==> src/rtl/bsr_pkg.sv <==
package bsr_pkg;
  typedef enum logic [1:0] {
    MODE_FUNC   = 2'b00,
    MODE_EXTEST = 2'b01,
    MODE_CLAMP  = 2'b10,
    MODE_HIGHZ  = 2'b11
  } bsr_mode_e;

  function automatic logic latch_drives(bsr_mode_e m);
    return (m == MODE_EXTEST) || (m == MODE_CLAMP);
  endfunction
endpackage

==> src/rtl/bsr_cell.sv <==
module bsr_cell #(
  parameter bit HAS_UPDATE = 1'b1,
  parameter bit RST_VAL    = 1'b0
) (
  input  logic clk_i,
  input  logic rst_ni,
  input  logic capture_i,
  input  logic shift_i,
  input  logic update_i,
  input  logic cap_i,
  input  logic ser_i,
  output logic ser_o,
  output logic upd_o
);
  logic sr_q;

  always_ff @(posedge clk_i or negedge rst_ni) begin
    if (!rst_ni)        sr_q <= 1'b0;
    else if (capture_i) sr_q <= cap_i;
    else if (shift_i)   sr_q <= ser_i;
  end

  assign ser_o = sr_q;

  // one shift edge moves the neighbour's value in
  a_r6_shift_step: assert property (@(posedge clk_i) disable iff (!rst_ni)
    (shift_i && !capture_i) |=> (ser_o == $past(ser_i)));

  generate
    if (HAS_UPDATE) begin : g_upd
      logic upd_q;
      always_ff @(posedge clk_i or negedge rst_ni) begin
        if (!rst_ni)       upd_q <= RST_VAL;
        else if (update_i) upd_q <= sr_q;
      end
      assign upd_o = upd_q;

      // latch moves only on the update strobe
      a_r8_latch_holds: assert property (@(posedge clk_i) disable iff (!rst_ni)
        !update_i |=> $stable(upd_o));
    end else begin : g_obs
      logic unused_update;
      assign unused_update = update_i;
      assign upd_o = RST_VAL;
    end
  endgenerate
endmodule

==> src/rtl/bsr_pin_mux.sv <==
module bsr_pin_mux
  import bsr_pkg::*;
#(
  parameter int unsigned W = 1
) (
  input  bsr_mode_e      mode_i,
  input  logic [W-1:0]   core_i,
  input  logic [W-1:0]   latch_i,
  output logic [W-1:0]   pin_o
);
  assign pin_o = latch_drives(mode_i) ? latch_i : core_i;
endmodule

==> src/rtl/bsr_chain.sv <==
module bsr_chain
  import bsr_pkg::*;
#(
  parameter int unsigned    N_IN     = 4,
  parameter int unsigned    N_OUT    = 2,
  parameter int unsigned    N_BUS    = 8,
  parameter logic [N_OUT-1:0] OUT_SAFE = 2'b01
) (
  input  logic             clk_i,
  input  logic             rst_ni,
  input  logic             select_i,
  input  logic             capture_i,
  input  logic             shift_i,
  input  logic             update_i,
  input  logic [1:0]       mode_i,
  input  logic             tdi_i,
  output logic             tdo_o,
  input  logic [N_IN-1:0]  pin_in_i,
  output logic [N_IN-1:0]  core_in_o,
  input  logic [N_OUT-1:0] core_out_i,
  output logic [N_OUT-1:0] pin_out_o,
  input  logic [N_BUS-1:0] core_bus_i,
  input  logic             core_bus_oe_i,
  output logic [N_BUS-1:0] bus_o,
  output logic             bus_oe_o,
  input  logic [N_BUS-1:0] bus_i,
  output logic [N_BUS-1:0] core_bus_o
);
  localparam int unsigned CTL_IDX   = N_IN + N_OUT;
  localparam int unsigned BUS_BASE  = CTL_IDX + 1;
  localparam int unsigned CHAIN_LEN = BUS_BASE + 2 * N_BUS;

  bsr_mode_e mode;
  assign mode = bsr_mode_e'(mode_i);

  logic cap_en, shift_en, upd_en;
  assign cap_en   = select_i & capture_i;
  assign shift_en = select_i & shift_i;
  assign upd_en   = select_i & update_i;

  logic [CHAIN_LEN-1:0] cap_v, ser_q, ser_in, upd_v;
  logic [N_OUT-1:0]     out_lat;
  logic [N_BUS-1:0]     bus_lat;
  logic                 ctl_lat, ctl_dis;

  assign ser_in = {tdi_i, ser_q[CHAIN_LEN-1:1]};
  assign tdo_o  = ser_q[0];

  generate
    for (genvar i = 0; i < CHAIN_LEN; i++) begin : g_cell
      if (i < N_IN) begin : g_in
        assign cap_v[i] = pin_in_i[i];
        bsr_cell #(.HAS_UPDATE(1'b0), .RST_VAL(1'b0)) u_cell (
          .clk_i, .rst_ni, .capture_i(cap_en), .shift_i(shift_en), .update_i(upd_en),
          .cap_i(cap_v[i]), .ser_i(ser_in[i]), .ser_o(ser_q[i]), .upd_o(upd_v[i]));
      end else if (i < CTL_IDX) begin : g_out
        assign cap_v[i]       = pin_out_o[i-N_IN];
        assign out_lat[i-N_IN] = upd_v[i];
        bsr_cell #(.HAS_UPDATE(1'b1), .RST_VAL(OUT_SAFE[i-N_IN])) u_cell (
          .clk_i, .rst_ni, .capture_i(cap_en), .shift_i(shift_en), .update_i(upd_en),
          .cap_i(cap_v[i]), .ser_i(ser_in[i]), .ser_o(ser_q[i]), .upd_o(upd_v[i]));
      end else if (i == CTL_IDX) begin : g_ctl
        assign cap_v[i] = ctl_dis;
        assign ctl_lat  = upd_v[i];
        bsr_cell #(.HAS_UPDATE(1'b1), .RST_VAL(1'b1)) u_cell (
          .clk_i, .rst_ni, .capture_i(cap_en), .shift_i(shift_en), .update_i(upd_en),
          .cap_i(cap_v[i]), .ser_i(ser_in[i]), .ser_o(ser_q[i]), .upd_o(upd_v[i]));
      end else if (((i - BUS_BASE) % 2) == 0) begin : g_bus_out
        assign cap_v[i]                 = bus_o[(i-BUS_BASE)/2];
        assign bus_lat[(i-BUS_BASE)/2]  = upd_v[i];
        bsr_cell #(.HAS_UPDATE(1'b1), .RST_VAL(1'b0)) u_cell (
          .clk_i, .rst_ni, .capture_i(cap_en), .shift_i(shift_en), .update_i(upd_en),
          .cap_i(cap_v[i]), .ser_i(ser_in[i]), .ser_o(ser_q[i]), .upd_o(upd_v[i]));
      end else begin : g_bus_obs
        assign cap_v[i] = bus_i[(i-BUS_BASE)/2];
        bsr_cell #(.HAS_UPDATE(1'b0), .RST_VAL(1'b0)) u_cell (
          .clk_i, .rst_ni, .capture_i(cap_en), .shift_i(shift_en), .update_i(upd_en),
          .cap_i(cap_v[i]), .ser_i(ser_in[i]), .ser_o(ser_q[i]), .upd_o(upd_v[i]));
      end
    end
  endgenerate

  logic unused_obs;
  assign unused_obs = ^upd_v;

  bsr_pin_mux #(.W(N_OUT)) u_out_mux (
    .mode_i(mode), .core_i(core_out_i), .latch_i(out_lat), .pin_o(pin_out_o));

  bsr_pin_mux #(.W(N_BUS)) u_bus_mux (
    .mode_i(mode), .core_i(core_bus_i), .latch_i(bus_lat), .pin_o(bus_o));

  // control path carries the disable sense: 1 = driver off
  always_comb begin
    if (mode == MODE_HIGHZ)     ctl_dis = 1'b1;
    else if (latch_drives(mode)) ctl_dis = ctl_lat;
    else                        ctl_dis = ~core_bus_oe_i;
  end
  assign bus_oe_o = ~ctl_dis;

  assign core_in_o  = pin_in_i;
  assign core_bus_o = bus_i;

  // high impedance keeps the bus driver off
  a_r5_highz_oe_off: assert property (@(posedge clk_i) disable iff (!rst_ni)
    (mode == MODE_HIGHZ) |-> !bus_oe_o);

  // latch-driven pins hold unless an update edge occurs
  a_r8_pins_hold: assert property (@(posedge clk_i) disable iff (!rst_ni)
    (latch_drives(mode) && !upd_en) |=>
      (!latch_drives(mode) || ($stable(pin_out_o) && $stable(bus_o) && $stable(bus_oe_o))));
endmodule

==> config.mk <==
export PLATFORM = sky130hd
export DESIGN_NAME = bsr_chain
export DESIGN_NICKNAME = d
export VERILOG_FILES = /design/src/rtl/bsr_pkg.sv /design/src/rtl/bsr_cell.sv /design/src/rtl/bsr_pin_mux.sv /design/src/rtl/bsr_chain.sv
export SDC_FILE = /design/constraint.sdc
export NUM_CORES = 1
export LEC_CHECK = 0
export BUFFER_PORTS_ARGS = -buffer_cell sky130_fd_sc_hd__buf_2
export CAP_MARGIN = 25
export CORE_ASPECT_RATIO = 0.75
export CORE_MARGIN = 5
export CORE_UTILIZATION = 33
export CTS_BUF_LIST = sky130_fd_sc_hd__clkbuf_8 sky130_fd_sc_hd__clkbuf_16
export DETAILED_ROUTE_END_ITERATION = 16
export GPL_TIMING_DRIVEN = 0
export PLACE_DENSITY_LB_ADDON = 0.12
export SYNTH_ARGS = -nofsm -noshare
export SYNTH_HDL_FRONTEND = slang
export SYNTH_SLANG_ARGS = --single-unit
==> constraint.sdc <==
create_clock -name clk_i -period 4.6 [get_ports clk_i]
set_clock_uncertainty 0.1 [all_clocks]
set_input_delay 0.92 -clock clk_i [delete_from_list [all_inputs] [get_ports clk_i]]
set_output_delay 0.92 -clock clk_i [all_outputs]
set_load 0.05 [all_outputs]
==> run summary, run 1 <==
Yosys cell types - 25
initial core utilization - 34.6%
worst path required time - 3.58 ns
Residual DRC - 0
Remaining Overflow, GRT - 0
Post-Synthesis Cells - 166
Die Area - 7320 um2
RSZ-0062 raised after global routing - false
number of global-route vias before repair - 1368
cell area after layout - 2370 um2
Async SR Flop Fraction - 100%
Worst R2R Setup Slack - 3.50 ns
ys flop type - dfrtp_1
reg-to-reg endpoint - g_cell[5].g_out.u_cell.ser_o
Tot GR Track Use - 12.3%
Fin Hold WS - 0.368 ns
peak fanout along the critical path - 10
Port Buf Inserts - 55
reg2reg start - g_cell[5].g_out.u_cell.upd_o
sequential area share after synthesis - 45.4%
largest net degree at the start of global routing - 35
I/O pin cnt - 56
Power Total - 1.05 mW
final hold vios - 0
Clock Sinks - 34
Max Freq - 0.308 GHz
CP Launch Point - mode_i[0]
CTS-repair resized insts - 0
kind of critical path - input pin to output pin
final core occ - 43.5%
WHS Path Cells - 2
gp weighted congestion - 0.708
CP startpoint kind - input pin
number of synthesized flops with an enable pin - 0
layout cells sized above 1 - 50.7%
VDD IR max - 0.194 mV
Final Critical Period - 3.25 ns
Avg Vias per Cell - 4.40
PD cells - 445 nW/um2
Layout area overhead - 25.8%
Worst Reg-to-Reg Cells - 3
Max Root-Sink Buffers - 2
Skew-Pair Late Insertion Delay - 0.29 ns
Final Routed Wirelength - 4170 um
Setup WS pre-CTS - 1.33 ns
final setup vio count - 0
PnR worst setup slack - 1.35 ns
Post-DP Area - 2250 um2
fin nets - 261
Lkg Pwr - 1.23 nW
initial antenna violation count - 0
period utilisation layout - 70.6%
Netlist Area Pre-Place - 1880 um2
1st-iter DRT viols - 48
fin. max-slew vios - 0
syn nets - 199
Max Cap Viol - 0
placed insts - 296
Post-CTS Setup Inserts - 0
DR vias - 1337
Core Box Area - 5440 um2
global-route wire length before repair - 6910 um
Setup TNS - 0 ns
Worst Path Arrival - 2.23 ns
Clock transition at path regs - 0.07 ns
status - finished clean
share of Yosys cell area claimed by the top area cell type - 42.6%
height of the die - 75.4 um
Synthesis Warnings - 0
Hold Buf Count CTS - 0
CTS buffer count - 5
DP Wirelength - 3040 um
die extent in x - 97.2 um
synthesized area per cell - 11.3 um2
Area contributors post-synth - dfrtp_1 (43%), mux2_4 (9.6%), buf_4 (9.2%)
Worst-Margin Slew - 0.774 ns
crit path capture type - output pin
Layout Cells excl Fill - 304
H-tree Lvls - 2
Pre-antenna DRT Iters - 4
max_slew headroom - 48.4%
std cell rows - 23
post-synth top area cell - dfrtp_1
#FFs+latches synth - 34
CTS Root Cell - clkbuf_8
DR WL/cell - 13.7 um
Setup crit end - bus_o[1]
CTS tree - done
n_diodes - 0
DRT antenna net count - 0
HP Class - register to register
-- worst min-delay path by stage --
stage	from	end	slack [ns]
final	g_cell[6].g_ctl.u_cell.upd_o	g_cell[6].g_ctl.u_cell.upd_o	0.37
after global routing	g_cell[6].g_ctl.u_cell.upd_o	g_cell[6].g_ctl.u_cell.upd_o	0.37
after CTS	g_cell[6].g_ctl.u_cell.upd_o	g_cell[6].g_ctl.u_cell.upd_o	0.37
after detailed placement	g_cell[6].g_ctl.u_cell.upd_o	g_cell[6].g_ctl.u_cell.upd_o	0.36
after global placement	g_cell[6].g_ctl.u_cell.upd_o	g_cell[6].g_ctl.u_cell.upd_o	0.35
after floorplan	g_cell[6].g_ctl.u_cell.upd_o	g_cell[6].g_ctl.u_cell.upd_o	0.34
-- cell type report --
cell class / count / area, um2
well taps: 75 / 93.8
repair buffers: 55 / 275
fillers: 532 / 3070
clock inverters: 2 / 33.8
clock buffers: 6 / 82.6
multi-input cells: 100 / 778
plain buffers: 30 / 241
flip-flops and latches: 34 / 853
inverters: 2 / 7.51
-- Yosys cell counts, types with 3 or more instances --
| master | instances |
|---|---|
| a21oi_1 | 5 |
| buf_2 | 3 |
| buf_4 | 23 |
| buf_6 | 3 |
| dfrtp_1 | 32 |
| mux2_2 | 6 |
| mux2_4 | 12 |
| mux2i_1 | 17 |
| nand2_1 | 19 |
| nand2b_1 | 3 |
| nor2_1 | 5 |
| o21ai_1 | 18 |
| o22ai_1 | 5 |
-- cell usage in the layout, fill, tap and decap left out --
master / netlist / final
a21oi_2: 1 / 1
mux2_1: 2 / 2
mux2_4: 12 / 12
nand4_1: 1 / 1
o22ai_1: 5 / 5
a21oi_1: 5 / 5
o221ai_1: 1 / 1
o21a_2: 1 / 1
and2_1: 1 / 1
bufinv_16: 0 / 1
inv_1: 2 / 3
o21ai_1: 18 / 18
dfstp_2: 2 / 2
nor2_1: 5 / 5
mux2_2: 6 / 6
buf_6: 3 / 3
clkbuf_8: 0 / 6
buf_12: 1 / 1
nand2_8: 1 / 1
ha_1: 1 / 1
buf_2: 3 / 58
buf_4: 23 / 23
nand2_1: 19 / 19
dfrtp_1: 32 / 32
nand2b_1: 3 / 3
mux2i_1: 17 / 17
nand2_4: 1 / 1
-- sequential cells by signal (all words and copies together) (netlist names) --
name and cells:
g_cell.g_bus_obs.u_cell.ser_o 8, g_cell.g_bus_out.u_cell.ser_o 8, g_cell.g_bus_out.u_cell.upd_o 8, g_cell.g_ctl.u_cell.ser_o 1, g_cell.g_ctl.u_cell.upd_o 1, g_cell.g_in.u_cell.ser_o 4
g_cell.g_out.u_cell.ser_o 2, g_cell.g_out.u_cell.upd_o 2
-- worst max-delay path, stage by stage --
cell and delay, ns:
buf_2 0.10, ha_1 0.33, buf_6 0.19, mux2_2 0.36, buf_4 0.13, buf_2 0.20
-- power breakdown --
| part | switching, mW | internal [mW] | total, mW |
|---|---|---|---|
| clock network | 0.112 | 0.175 | 0.287 |
| registers | 0.0450 | 0.371 | 0.416 |
| logic | 0.195 | 0.156 | 0.351 |
-- kinds of logic after synthesis --
family | synth area share, %
compound gates | 9.18
fa+ha+maj | 0.665
buf+inv | 13.2
flops | 45.4
mux | 23.4
simple gates | 8.12
-- metal layers --
metal  track usage, %  part of all wire [%]  vias up
met4             4.21                   1.5        0
li1                 -                     -      680
met5                0                     0        -
met2             18.4                    42       36
met3             3.57                   4.9        8
met1             17.2                    51      613
Note: power is estimated with default switching activity, not from simulation.
==> run 2: changes to the inputs <==
Settings changed: ABC_AREA set to 1.
Clock period 4.6 ns to 2.8 ns, I/O delays scaled along.
==> run summary, run 2 <==
kind of critical path - input pin to output pin
initial antenna violation count - 0 (unchanged)
DRT antenna net count - 0 (unchanged)
global route hottest layer - met2
gp weighted congestion - 0.790 (+11%)
Multi-input gate area - 727 um2 (-6.6%)
1st-iter DRT viols - 35 (-27%)
std cell rows - 23 (unchanged)
cell area after layout - 2280 um2 (-3.4%)
n_diodes - 0 (unchanged)
Core Box Area - 5350 um2 (-1.6%)
RSZ-0062 raised after global routing - false
Async SR Flop Fraction - 100% (unchanged)
Max Root-Sink Buffers - 2 (unchanged)
H-tree Lvls - 2 (unchanged)
final hold vios - 0 (unchanged)
ys flop type - dfrtp_1
fin. max-slew vios - 0 (unchanged)
DR WL/cell - 12.8 um (-7.0%)
Hold Buf Count CTS - 0 (unchanged)
commonest non-fill, non-tap cell in the layout - nand2_1
CTS Root Cell - clkbuf_8
initial core utilization - 34.2% (-0.40 points)
crit path capture type - output pin
Layout Cells excl Fill - 379 (+25%)
synthesized area per cell - 7.56 um2 (-33%)
Worst-Margin Slew - 0.772 ns (-0.00158 ns)
commonest non-fill, non-tap cells in the layout - nand2_1 (105), buf_2 (59), dfrtp_1 (32)
share of Yosys cell area claimed by the top area cell type - 43.8% (+1.2 points)
sequential area share after synthesis - 46.6% (+1.3 points)
Yosys cell types - 21 (-16%)
Final Routed Wirelength - 4830 um (+16%)
Comb power frac - 30.7% (-2.6 points)
Post-CTS Setup Inserts - 0 (unchanged)
HP Class - input pin to asynchronous set/reset pin
Avg Vias per Cell - 4.43 (+0.67%)
CTS buffer count - 5 (unchanged)
sw frac - 36.5% (+3.1 points)
Die Area - 7150 um2 (-2.4%)
Worst Path Arrival - 1.83 ns (-0.40 ns)
Post-DP Area - 2190 um2 (-2.5%)
placed insts - 371 (+25%)
Tot GR Track Use - 14.7% (+2.4 points)
period utilisation layout - 88.8%
Synthesis Warnings - 0 (unchanged)
VDD IR max - 0.342 mV (+76%)
reg2reg start - g_cell[4].g_out.u_cell.upd_o
Clock Sinks - 34 (unchanged)
I/O pin cnt - 56 (unchanged)
global-route wire length before repair - 7790 um (+13%)
CP startpoint kind - input pin
Post-synth top cells - nand2_1 (105), dfrtp_1 (32), buf_4 (24)
Pre-antenna DRT Iters - 4 (unchanged)
sequential share of power - 43.3% (+3.8 points)
routing usage on met1 - 20.3% (+3.1 points)
Final Critical Period - 2.49 ns
grt met2 use - 22.2% (+3.8 points)
Clock transition at path regs - 0.07 ns (about the same)
Max Cap Viol - 0 (unchanged)
Skew-Pair Late Insertion Delay - 0.29 ns (about the same)
status - finished clean
CTS tree - done
Netlist Area Pre-Place - 1830 um2 (-2.7%)
Lkg Pwr - 1.26 nW (+2.5%)
CTS-repair resized insts - 0 (unchanged)
Remaining Overflow, GRT - 0 (unchanged)
Port Buf Inserts - 54 (-1.8%)
number of global-route vias before repair - 1573 (+15%)
fillers - 593 (+11%)
Net Switching - 0.535 mW (+52%)
final setup vio count - 0 (unchanged)
PD cells - 641 nW/um2 (+44%)
worst path required time - 2.14 ns (-1.44 ns)
fin nets - 336 (+29%)
Layout area overhead - 24.9%
#FFs+latches synth - 34 (unchanged)
syn nets - 275 (+38%)
height of the die - 74.5 um (-1.2%)
post-synth top area cell - dfrtp_1
layout cells sized above 1 - 32.9% (-18 points)
Clock power frac - 25.9% (-1.3 points)
die extent in x - 96.0 um (-1.2%)
Max Freq - 0.402 GHz
FF/Latch Area - 853 um2 (unchanged)
number of synthesized flops with an enable pin - 0 (unchanged)
peak fanout along the critical path - 10 (unchanged)
Post-Synthesis Cells - 242 (+46%)
DR vias - 1678 (+26%)
Area contributors post-synth - dfrtp_1 (44%), nand2_1 (22%), buf_4 (9.8%)
DP Wirelength - 3680 um (+21%)
largest net degree at the start of global routing - 35 (unchanged)
max_slew headroom - 48.5% (+0.11 points)
Internal Power - 0.929 mW (+33%)
Setup TNS - 0 ns (unchanged)
Residual DRC - 0 (unchanged)
grt met3 use - 3.34% (-0.23 points)
CP Launch Point - mode_i[0]
top-count cell post-synth - nand2_1
run 2: metrics by stage:
step	utilization (%)	hold slack (ns)	power, mW	setup WS, ns
6_report	42.7	0.241	1.46	0.314
5_1_grt	42.7	0.321	1.56	0.160
4_1_cts	42.7	0.279	1.48	0.297
3_5_place_dp	41.0	0.359	1.10	0.298
3_3_place_gp	41.0	0.357	1.10	0.286
2_1_floorplan	-	0.164	0.972	0.495
run 2: area by class of cell:
type,instances,share of cell area (%)
sequential,34,37.3
multi-input combinational,170,31.8
timing repair buffer,54,11.8
buffer,32,9.91
tap,75,4.11
clock buffer,6,3.61
inverter,6,0.986
clock inverter,2,0.383
run 2: logic make-up after synthesis:
group           count (synthesis)  share of synthesized area (%)
simple gates                  137                           30.0
buf+inv                        38                           13.6
flops                          34                           46.6
compound gates                 32                           9.03
fa+ha+maj                       1                          0.684
run 2: worst max-delay path, stage by stage:
cell      delay [ns]
buf_2           0.10
ha_1            0.32
clkinv_1        0.27
nand2_1         0.13
nand2_1         0.10
buf_4           0.14
buf_2           0.20
run 2: path summary, 6_finish.rpt:
kind,endpoint,slack [ns],cells after the start
max,bus_o[2],0.31,7
min,g_cell[19].g_bus_out.u_cell.upd_o,0.24,1
max reg2reg,g_cell[4].g_out.u_cell.ser_o,1.79,4
min reg2reg,g_cell[4].g_out.u_cell.upd_o,0.37,2
max in group asynchronous,g_cell[6].g_ctl.u_cell.ser_o,1.87,1
min in group clk_i,g_cell[4].g_out.u_cell.upd_o,0.37,2
run 2: power groups by stage:
stage | Clock [mW] | Sequential (mW) | Combinational, mW
floorplan | 0 | 0.635 | 0.337
global placement | 0 | 0.642 | 0.453
detailed placement | 0 | 0.643 | 0.457
CTS | 0.391 | 0.634 | 0.458
global route | 0.412 | 0.645 | 0.501
finish | 0.380 | 0.634 | 0.450
run 2: per-layer routing:
metal / share of wire, % / wire (um) / vias to the layer above
li1: - / - / 864
met2: 44 / 2140 / 44
met3: 6.1 / 294 / 8
met4: 1.7 / 81 / 0
met1: 48 / 2320 / 762
met5: 0 / 0 / -
